`config.mk`:
```
export PLATFORM = sky130hd
export DESIGN_NAME = clk_prescaler
export DESIGN_NICKNAME = d
export VERILOG_FILES = /design/src/rtl/cdv_pkg.sv /design/src/rtl/cdv_reset_sync.sv /design/src/rtl/cdv_select_reg.sv /design/src/rtl/cdv_div_core.sv /design/src/rtl/cdv_clk_out.sv /design/src/rtl/clk_prescaler.sv
export SDC_FILE = /design/constraint.sdc
export NUM_CORES = 1
export LEC_CHECK = 0
export CORE_ASPECT_RATIO = 1.4
export CORE_MARGIN = 2
export CORE_UTILIZATION = 65
export CTS_BUF_LIST = sky130_fd_sc_hd__clkbuf_8
export DETAILED_ROUTE_END_ITERATION = 7
export DONT_BUFFER_PORTS = 1
export PLACE_DENSITY = 0.87
export REMOVE_ABC_BUFFERS = 1
export SLEW_MARGIN = 20
export SYNTH_ARGS = -nofsm -noshare
export SYNTH_HDL_FRONTEND = slang
export SYNTH_SLANG_ARGS = --single-unit
export TNS_END_PERCENT = 30
```
`constraint.sdc`:
```
create_clock -name src_clk -period 1.54 [get_ports src_clk]
set_clock_uncertainty 0.05 [all_clocks]
set_input_delay 0.077 -clock src_clk [delete_from_list [all_inputs] [get_ports src_clk]]
set_output_delay 0.077 -clock src_clk [all_outputs]
set_load 0.005 [all_outputs]
```
`src/rtl/cdv_pkg.sv`:
```
`timescale 1ns/1ps
package cdv_pkg;
  localparam int unsigned DEF_MAX_LOG   = 8;
  localparam int unsigned DEF_SEL_W     = 4;
  localparam int unsigned DEF_RESET_LOG = 3;
  localparam int unsigned DEF_SYNC_DEPTH = 2;

  function automatic int unsigned log_width(input int unsigned max_log);
    return $clog2(max_log + 1);
  endfunction
endpackage

```
`src/rtl/cdv_reset_sync.sv`:
```
`timescale 1ns/1ps
module cdv_reset_sync #(
  parameter int unsigned DEPTH = 2
) (
  input  logic clk,
  input  logic arst_n,
  output logic srst_n
);
  logic [DEPTH-1:0] stage_q;
  logic [DEPTH-1:0] stage_n;

  always_comb begin
    stage_n = {stage_q[DEPTH-2:0], 1'b1};
  end

  always_ff @(posedge clk or negedge arst_n) begin
    if (!arst_n) stage_q <= '0;
    else         stage_q <= stage_n;
  end

  assign srst_n = stage_q[DEPTH-1];
endmodule

```
`src/rtl/cdv_select_reg.sv`:
```
`timescale 1ns/1ps
module cdv_select_reg #(
  parameter int unsigned MAX_LOG   = 8,
  parameter int unsigned SEL_W     = 4,
  parameter int unsigned RESET_LOG = 3,
  parameter int unsigned LOG_W     = 4
) (
  input  logic             clk,
  input  logic             rst_n,
  input  logic             we,
  input  logic [SEL_W-1:0] val,
  input  logic             apply,
  output logic [LOG_W-1:0] act_log,
  output logic [LOG_W-1:0] nxt_log,
  output logic [LOG_W-1:0] pend_log,
  output logic             pend_vld
);
  localparam logic [LOG_W-1:0] RST_LOG = LOG_W'(RESET_LOG);

  logic             val_ok;
  logic             take;
  logic [LOG_W-1:0] act_q, act_n;
  logic [LOG_W-1:0] pend_q, pend_n;
  logic             vld_q, vld_n;

  always_comb begin
    val_ok = (32'(val) <= 32'(MAX_LOG));
    take   = we && val_ok;
    // the active setting moves only on a period boundary
    act_n  = act_q;
    if (apply && vld_q) act_n = pend_q;
    pend_n = pend_q;
    vld_n  = vld_q;
    if (apply) vld_n = 1'b0;
    if (take) begin
      pend_n = LOG_W'(val);
      vld_n  = 1'b1;
    end
  end

  always_ff @(posedge clk or negedge rst_n) begin
    if (!rst_n) begin
      act_q  <= RST_LOG;
      pend_q <= RST_LOG;
      vld_q  <= 1'b0;
    end else begin
      act_q  <= act_n;
      pend_q <= pend_n;
      vld_q  <= vld_n;
    end
  end

  assign act_log  = act_q;
  assign nxt_log  = vld_q ? pend_q : act_q;
  assign pend_log = pend_q;
  assign pend_vld = vld_q;
endmodule

```
`src/rtl/cdv_div_core.sv`:
```
`timescale 1ns/1ps
module cdv_div_core #(
  parameter int unsigned MAX_LOG   = 8,
  parameter int unsigned RESET_LOG = 3,
  parameter int unsigned LOG_W     = 4
) (
  input  logic               clk,
  input  logic               rst_n,
  input  logic [LOG_W-1:0]   act_log,
  input  logic [LOG_W-1:0]   nxt_log,
  output logic               wrap,
  output logic [MAX_LOG:0]   cnt,
  output logic               phase
);
  localparam int unsigned CNT_W = MAX_LOG + 1;
  localparam logic [CNT_W-1:0] ONE = CNT_W'(1);
  localparam logic [CNT_W-1:0] RST_CNT = (ONE << RESET_LOG) - ONE;

  logic [CNT_W-1:0] cnt_q, cnt_n;
  logic [CNT_W-1:0] last_cnt;
  logic [CNT_W-1:0] half_n;
  logic             phase_q, phase_n;
  logic [LOG_W-1:0] log_sel;

  always_comb begin
    last_cnt = (ONE << act_log) - ONE;
    wrap     = (cnt_q == last_cnt);
    cnt_n    = wrap ? '0 : cnt_q + ONE;
    log_sel  = wrap ? nxt_log : act_log;
    half_n   = (ONE << log_sel) >> 1;
    phase_n  = (cnt_n < half_n);
  end

  // reset leaves the counter on its last count so the first period starts at once
  always_ff @(posedge clk or negedge rst_n) begin
    if (!rst_n) begin
      cnt_q   <= RST_CNT;
      phase_q <= 1'b0;
    end else begin
      cnt_q   <= cnt_n;
      phase_q <= phase_n;
    end
  end

  assign cnt   = cnt_q;
  assign phase = phase_q;
endmodule

```
`src/rtl/cdv_clk_out.sv`:
```
`timescale 1ns/1ps
module cdv_clk_out (
  input  logic src_clk,
  input  logic rst_n,
  input  logic bypass,
  input  logic phase,
  input  logic cko_en,
  output logic div_clk,
  output logic cko_pin
);
  logic byp_q, byp_n;
  logic pin_q, pin_n;

  always_comb begin
    byp_n = bypass;
    // the pin enable moves only while the divided clock is low
    pin_n = phase ? pin_q : cko_en;
  end

  always_ff @(negedge src_clk or negedge rst_n) begin
    if (!rst_n) begin
      byp_q <= 1'b0;
      pin_q <= 1'b0;
    end else begin
      byp_q <= byp_n;
      pin_q <= pin_n;
    end
  end

  assign div_clk = phase | (byp_q & src_clk);
  assign cko_pin = div_clk & pin_q;
endmodule

```
`src/rtl/clk_prescaler.sv`:
```
`timescale 1ns/1ps
module clk_prescaler #(
  parameter int unsigned MAX_LOG    = cdv_pkg::DEF_MAX_LOG,
  parameter int unsigned SEL_W      = cdv_pkg::DEF_SEL_W,
  parameter int unsigned RESET_LOG  = cdv_pkg::DEF_RESET_LOG,
  parameter int unsigned SYNC_DEPTH = cdv_pkg::DEF_SYNC_DEPTH
) (
  input  logic             src_clk,
  input  logic             rst_n,
  input  logic             sel_we,
  input  logic [SEL_W-1:0] sel_val,
  input  logic             cko_en,
  output logic             div_clk,
  output logic             cko_pin
);
  localparam int unsigned LOG_W = cdv_pkg::log_width(MAX_LOG);

  logic             rst_sync_n;
  logic [LOG_W-1:0] act_log;
  logic [LOG_W-1:0] nxt_log;
  logic [LOG_W-1:0] pend_log;
  logic             pend_vld;
  logic             wrap;
  logic [MAX_LOG:0] cnt;
  logic             phase;
  logic             bypass;

  cdv_reset_sync #(.DEPTH(SYNC_DEPTH)) u_rst (
    .clk    (src_clk),
    .arst_n (rst_n),
    .srst_n (rst_sync_n)
  );

  cdv_select_reg #(
    .MAX_LOG(MAX_LOG), .SEL_W(SEL_W), .RESET_LOG(RESET_LOG), .LOG_W(LOG_W)
  ) u_sel (
    .clk      (src_clk),
    .rst_n    (rst_sync_n),
    .we       (sel_we),
    .val      (sel_val),
    .apply    (wrap),
    .act_log  (act_log),
    .nxt_log  (nxt_log),
    .pend_log (pend_log),
    .pend_vld (pend_vld)
  );

  cdv_div_core #(
    .MAX_LOG(MAX_LOG), .RESET_LOG(RESET_LOG), .LOG_W(LOG_W)
  ) u_core (
    .clk     (src_clk),
    .rst_n   (rst_sync_n),
    .act_log (act_log),
    .nxt_log (nxt_log),
    .wrap    (wrap),
    .cnt     (cnt),
    .phase   (phase)
  );

  assign bypass = (act_log == '0);

  cdv_clk_out u_out (
    .src_clk (src_clk),
    .rst_n   (rst_sync_n),
    .bypass  (bypass),
    .phase   (phase),
    .cko_en  (cko_en),
    .div_clk (div_clk),
    .cko_pin (cko_pin)
  );
endmodule

```
==> reports/summary.md, run 1 <==
Die
* Site Rows: 21
* starting density of the core: 67.5%
* num ports: 10
* DIE HEIGHT: 62.3 µm
* die boundary width: 45.7 µm

Place
* Post-DP HPWL: 3.03 mm
* number of port buffers: 0
* placed standard-cell area: 0.00186 mm²
* Routability Congestion: 0.871
* dpl ws: -3.20 ns

Global routing
* largest net degree at the start of global routing: 20

Yosys
* most frequent cell after synthesis: sky130_fd_sc_hd__nor2_1
* Avg Inst Size Synth: 9.93 µm²
* fraction of registers with async set/reset: 100%
* netlist area before placement: 0.00158 mm²
* cell types with the highest counts after synthesis: sky130_fd_sc_hd__nor2_1 (18), sky130_fd_sc_hd__dfrtp_1 (14), sky130_fd_sc_hd__nand3_1 (12)
* sequential share of the synthesized area: 37.0%
* Synth Instances: 159
* number of enable flip-flop cells after synthesis: 0
* dominant cell type by area after synthesis: sky130_fd_sc_hd__dfrtp_1
* Yosys Warn Count: 0
* flops & latches, synth: 23
* area fraction of the dominant cell type after synthesis: 22.2%
* dominant register cell in the synthesized netlist: sky130_fd_sc_hd__dfrtp_1
* distinct cell type count after synthesis: 51
* dominant cells by area after synthesis: sky130_fd_sc_hd__dfrtp_1 (22%), sky130_fd_sc_hd__dfstp_2 (12%), sky130_fd_sc_hd__ha_1 (7.1%)

STA
* Worst EP post-GRT repair: u_core.phase$_DFF_PN0_/D
* Worst endpoint type: sequential cell input

Status
* Log Error: [ERROR DPL-0038] Utilization greater than 100%, impossible to legalize
* run status: did not finish
* Failed at: 5_1_grt

-- what timing repair did --
item	CTS
pin swaps	17
hold endpoints to repair	7
resized for setup	39
setup endpoints to repair	20
hold buffers	7
buffers inserted	7
gates cloned	0
-- cells by family after synthesis --
logic type | count (synthesis) | synth area share, %
AOI/OAI and AO/OA | 29 | 15.2
xor gates and xnor gates | 10 | 5.55
adders and majority gates | 9 | 7.13
buffers and inverters | 13 | 4.28
DFF | 23 | 37.0
muxes | 11 | 9.11
other | 1 | 0.237
and+or+nand+nor | 63 | 21.5
-- stage by stage --
step / cells / util (%)
2_1_floorplan: 152 / -
3_3_place_gp: 214 / 79.3
3_5_place_dp: 214 / 79.3
4_1_cts: 235 / 95.2
==> run 2: changes to the inputs <==
Settings changed: CORE_ASPECT_RATIO 1.4 to unset, CORE_UTILIZATION 65 to 40, CTS_BUF_LIST sky130_fd_sc_hd__clkbuf_8 to unset, PLACE_DENSITY 0.87 to unset, PLACE_DENSITY_LB_ADDON set to 0.15.
==> reports/summary.md, run 2 <==
Power and ir drop
* static leakage: 1.01 nW
* maximum vdd drop: 0.00117 V
* overall power after layout: 0.00567 W
* power density relative to cell area: 2420 mW/mm²

Die
* DIE HEIGHT: 66.8 µm, +7.2%
* num ports: 10, unchanged
* die boundary width: 66.8 µm, +46%
* core region area: 0.00372 mm²
* starting density of the core: 42.5%, -25 points
* Site Rows: 22, +4.8%
* overall die area: 0.00447 mm²

Min path
* startpoint of the tightest hold check path: sel_val[2]
* endpoint of the worst hold path: u_sel.pend_vld
* Hold Path Depth: 3
* min-delay worst type: in -> reg

Global routing
* initial antenna violation count: 0
* total congestion overflow: 0
* global router's overall resource usage: 20.2%
* largest net degree at the start of global routing: 20
* number of global-route vias before repair: 1,364
* global-route wire length before repair: 6.44 mm

Worst setup path
* Worst setup EP type: register
* sort of element at the start of the critical path: register
* Crit Path Class: reg -> reg
* cell count of the worst reg-to-reg path: 18
* Reg-to-Reg End: u_core.phase
* Worst Path Required: 1.76 ns
* signal arrival time at the worst endpoint: 4.37 ns
* highest fanout seen on the critical path: 4
* reg-to-reg startpoint: u_sel.act_log[2]
* flop-to-flop setup slack: -2.61 ns

Drt
* met3 layer wire length in the routed design: 60 µm
* routed length per instance: 15.1 µm
* residual DRC count: 0
* count of routing violations after the opening detailed-route iteration: 58
* per-cell via count in the routed design: 5.13
* final routed wirelength across all metal layers: 4.02 mm
* Post-DRT Antenna Nets: 0
* routed length on met2: 2.03 mm
* detailed-routing iteration count for the pre-antenna-repair pass: 4
* top routing layer in use: met4
* vias: 1,365
* routed metal-1 wire length: 1.84 mm

Cells and area
* final-layout fill cell count: 287
* final antenna diode count: 0
* leading cell types in the layout, fill and taps excluded: sky130_fd_sc_hd__buf_4 (42), sky130_fd_sc_hd__nor2_1 (14), sky130_fd_sc_hd__dfrtp_1 (13)
* synthesis-to-finish area growth: 48.3%
* share of cells above drive strength 1: 49.5%
* Final #Nets: 236
* Util after Layout: 63.0%
* max reg flops: 9
* most common cell after layout, fill and taps aside: sky130_fd_sc_hd__buf_4

STA
* number of setup violations in the final report: 20
* Period minus WS final: 4.15 ns
* portion of the clock cycle consumed by the worst path in the final layout: 270%
* highest clock frequency the design can meet: 241 MHz
* post-route setup TNS: -20.76 ns
* max-slew violation total from the final report: 0
* Final Worst Setup Slack: -2.61 ns
* number of endpoints with negative hold slack in the final report: 0
* unrepaired setup endpoints after global routing: true

Yosys
* area fraction of the dominant cell type after synthesis: 22.2%, unchanged
* number of enable flip-flop cells after synthesis: 0, unchanged
* fraction of registers with async set/reset: 100%, unchanged
* cell types with the highest counts after synthesis: sky130_fd_sc_hd__nor2_1 (18), sky130_fd_sc_hd__dfrtp_1 (14), sky130_fd_sc_hd__nand3_1 (12)
* dominant cell type by area after synthesis: sky130_fd_sc_hd__dfrtp_1
* most frequent cell after synthesis: sky130_fd_sc_hd__nor2_1
* Synth Instances: 159, unchanged
* sequential share of the synthesized area: 37.0%, unchanged
* flops & latches, synth: 23, unchanged
* dominant register cell in the synthesized netlist: sky130_fd_sc_hd__dfrtp_1
* distinct cell type count after synthesis: 51, unchanged
* Yosys Warn Count: 0, unchanged
* netlist area before placement: 0.00158 mm², unchanged
* dominant cells by area after synthesis: sky130_fd_sc_hd__dfrtp_1 (22%), sky130_fd_sc_hd__dfstp_2 (12%), sky130_fd_sc_hd__ha_1 (7.1%)
* Avg Inst Size Synth: 9.93 µm², unchanged

Clock network
* clock-pin slew reported for the worst setup and hold paths after clock tree synthesis: 0.08 ns
* latest clock arrival within the worst-skew pair: 0.36 ns
* TritonCTS clock tree: done

Status
* violations in the final reports: setup timing
* run status: finished with violations

Place
* dpl ws: -2.96 ns, +0.239 ns
* number of port buffers: 0, unchanged
* Post-DP HPWL: 2.93 mm, -3.5%
* Routability Congestion: 0.817, -6.3%

Job
* count of max-cap constraint violations: 0

## run 2: cell counts after synthesis
Identical to the previous run, type by type.
## run 2: worst max-delay path by stage
stage	cells past startpoint	from	end
final	18	u_sel.act_log[2]	u_core.phase
after floorplan	17	u_sel.act_log[2]	u_core.phase
after global routing	18	u_sel.act_log[2]	u_core.phase
after global placement	17	u_sel.act_log[1]	u_core.phase
after CTS	16	u_sel.act_log[0]	u_core.phase
after detailed placement	17	u_sel.act_log[1]	u_core.phase
## run 2: metrics by stage
step	hold slack (ns)	area (µm²)	cells
detailed placement	-0.269	1920	243
CTS	0.00729	2260	264
floorplan	-0.269	1530	152
global route	0.0572	2340	266
finish	0.0317	2340	266
global placement	-0.269	1920	243
## run 2: cells by family (layout without fill, tap and decap cells)
| group | Yosys count | count (layout) | synth area share [%] |
|---|---|---|---|
| XOR/XNOR | 10 | 10 | 5.55 |
| other | 1 | 1 | 0.237 |
| adder cells (fa/ha/maj) | 9 | 9 | 7.13 |
| AO/OA/AOI/OAI | 29 | 29 | 15.2 |
| AND/OR/NAND/NOR | 63 | 63 | 21.5 |
| multiplexers | 11 | 11 | 9.11 |
| buffers and inverters | 13 | 72 | 4.28 |
| flip-flops | 23 | 23 | 37.0 |
## run 2: cell type report
type,count,area (µm²),share of cell area [%]
Sequential cell,23,586,25.0
Multi-Input combinational cell,123,1090,46.4
Clock buffer,7,86.3,3.69
Tap cell,48,60.1,2.56
Timing Repair Buffer,59,498,21.3
Inverter,6,25.0,1.07
## run 2: repair_timing
item,CTS,global route
pin swaps,17,11
buffers inserted,7,2
resized for setup,30,17
setup endpoints to repair,20,20
endpoints found under the hold margin,7,0
hold buffers,7,0
## run 2: layer usage
layer / global-route usage (%) / vias up
li1: - / 683
met2: 34.4 / 15
met4: 10.5 / 0
met3: 3.04 / 7
met5: 0 / -
met1: 24.6 / 660
## run 2: power by group
part           switching [W]  internal, W  total [W]  leakage (nW)
clock network       0.000236     0.000369   0.000605        0.0539
registers           0.000180     0.000871    0.00105         0.266
logic                0.00185      0.00217    0.00401         0.688
total                0.00226      0.00341    0.00567          1.01
## run 2: critical path, cell delays in order (launching register included)
cell,delay (ns)
sky130_fd_sc_hd__dfrtp_2,0.44
sky130_fd_sc_hd__nor4_4,0.32
sky130_fd_sc_hd__inv_2,0.08
sky130_fd_sc_hd__ha_4,0.17
sky130_fd_sc_hd__or4_4,0.49
sky130_fd_sc_hd__a21boi_4,0.15
sky130_fd_sc_hd__o21ai_2,0.08
sky130_fd_sc_hd__a221oi_4,0.29
sky130_fd_sc_hd__nand3_4,0.18
sky130_fd_sc_hd__mux2i_2,0.20
sky130_fd_sc_hd__buf_4,0.14
sky130_fd_sc_hd__or3_1,0.37
sky130_fd_sc_hd__ha_2,0.17
sky130_fd_sc_hd__a21o_1,0.15
sky130_fd_sc_hd__a21o_1,0.17
sky130_fd_sc_hd__a21oi_2,0.14
sky130_fd_sc_hd__o21ai_2,0.07
sky130_fd_sc_hd__o21bai_1,0.17
sky130_fd_sc_hd__o41ai_2,0.21
Power figures use the tool's default switching activity.
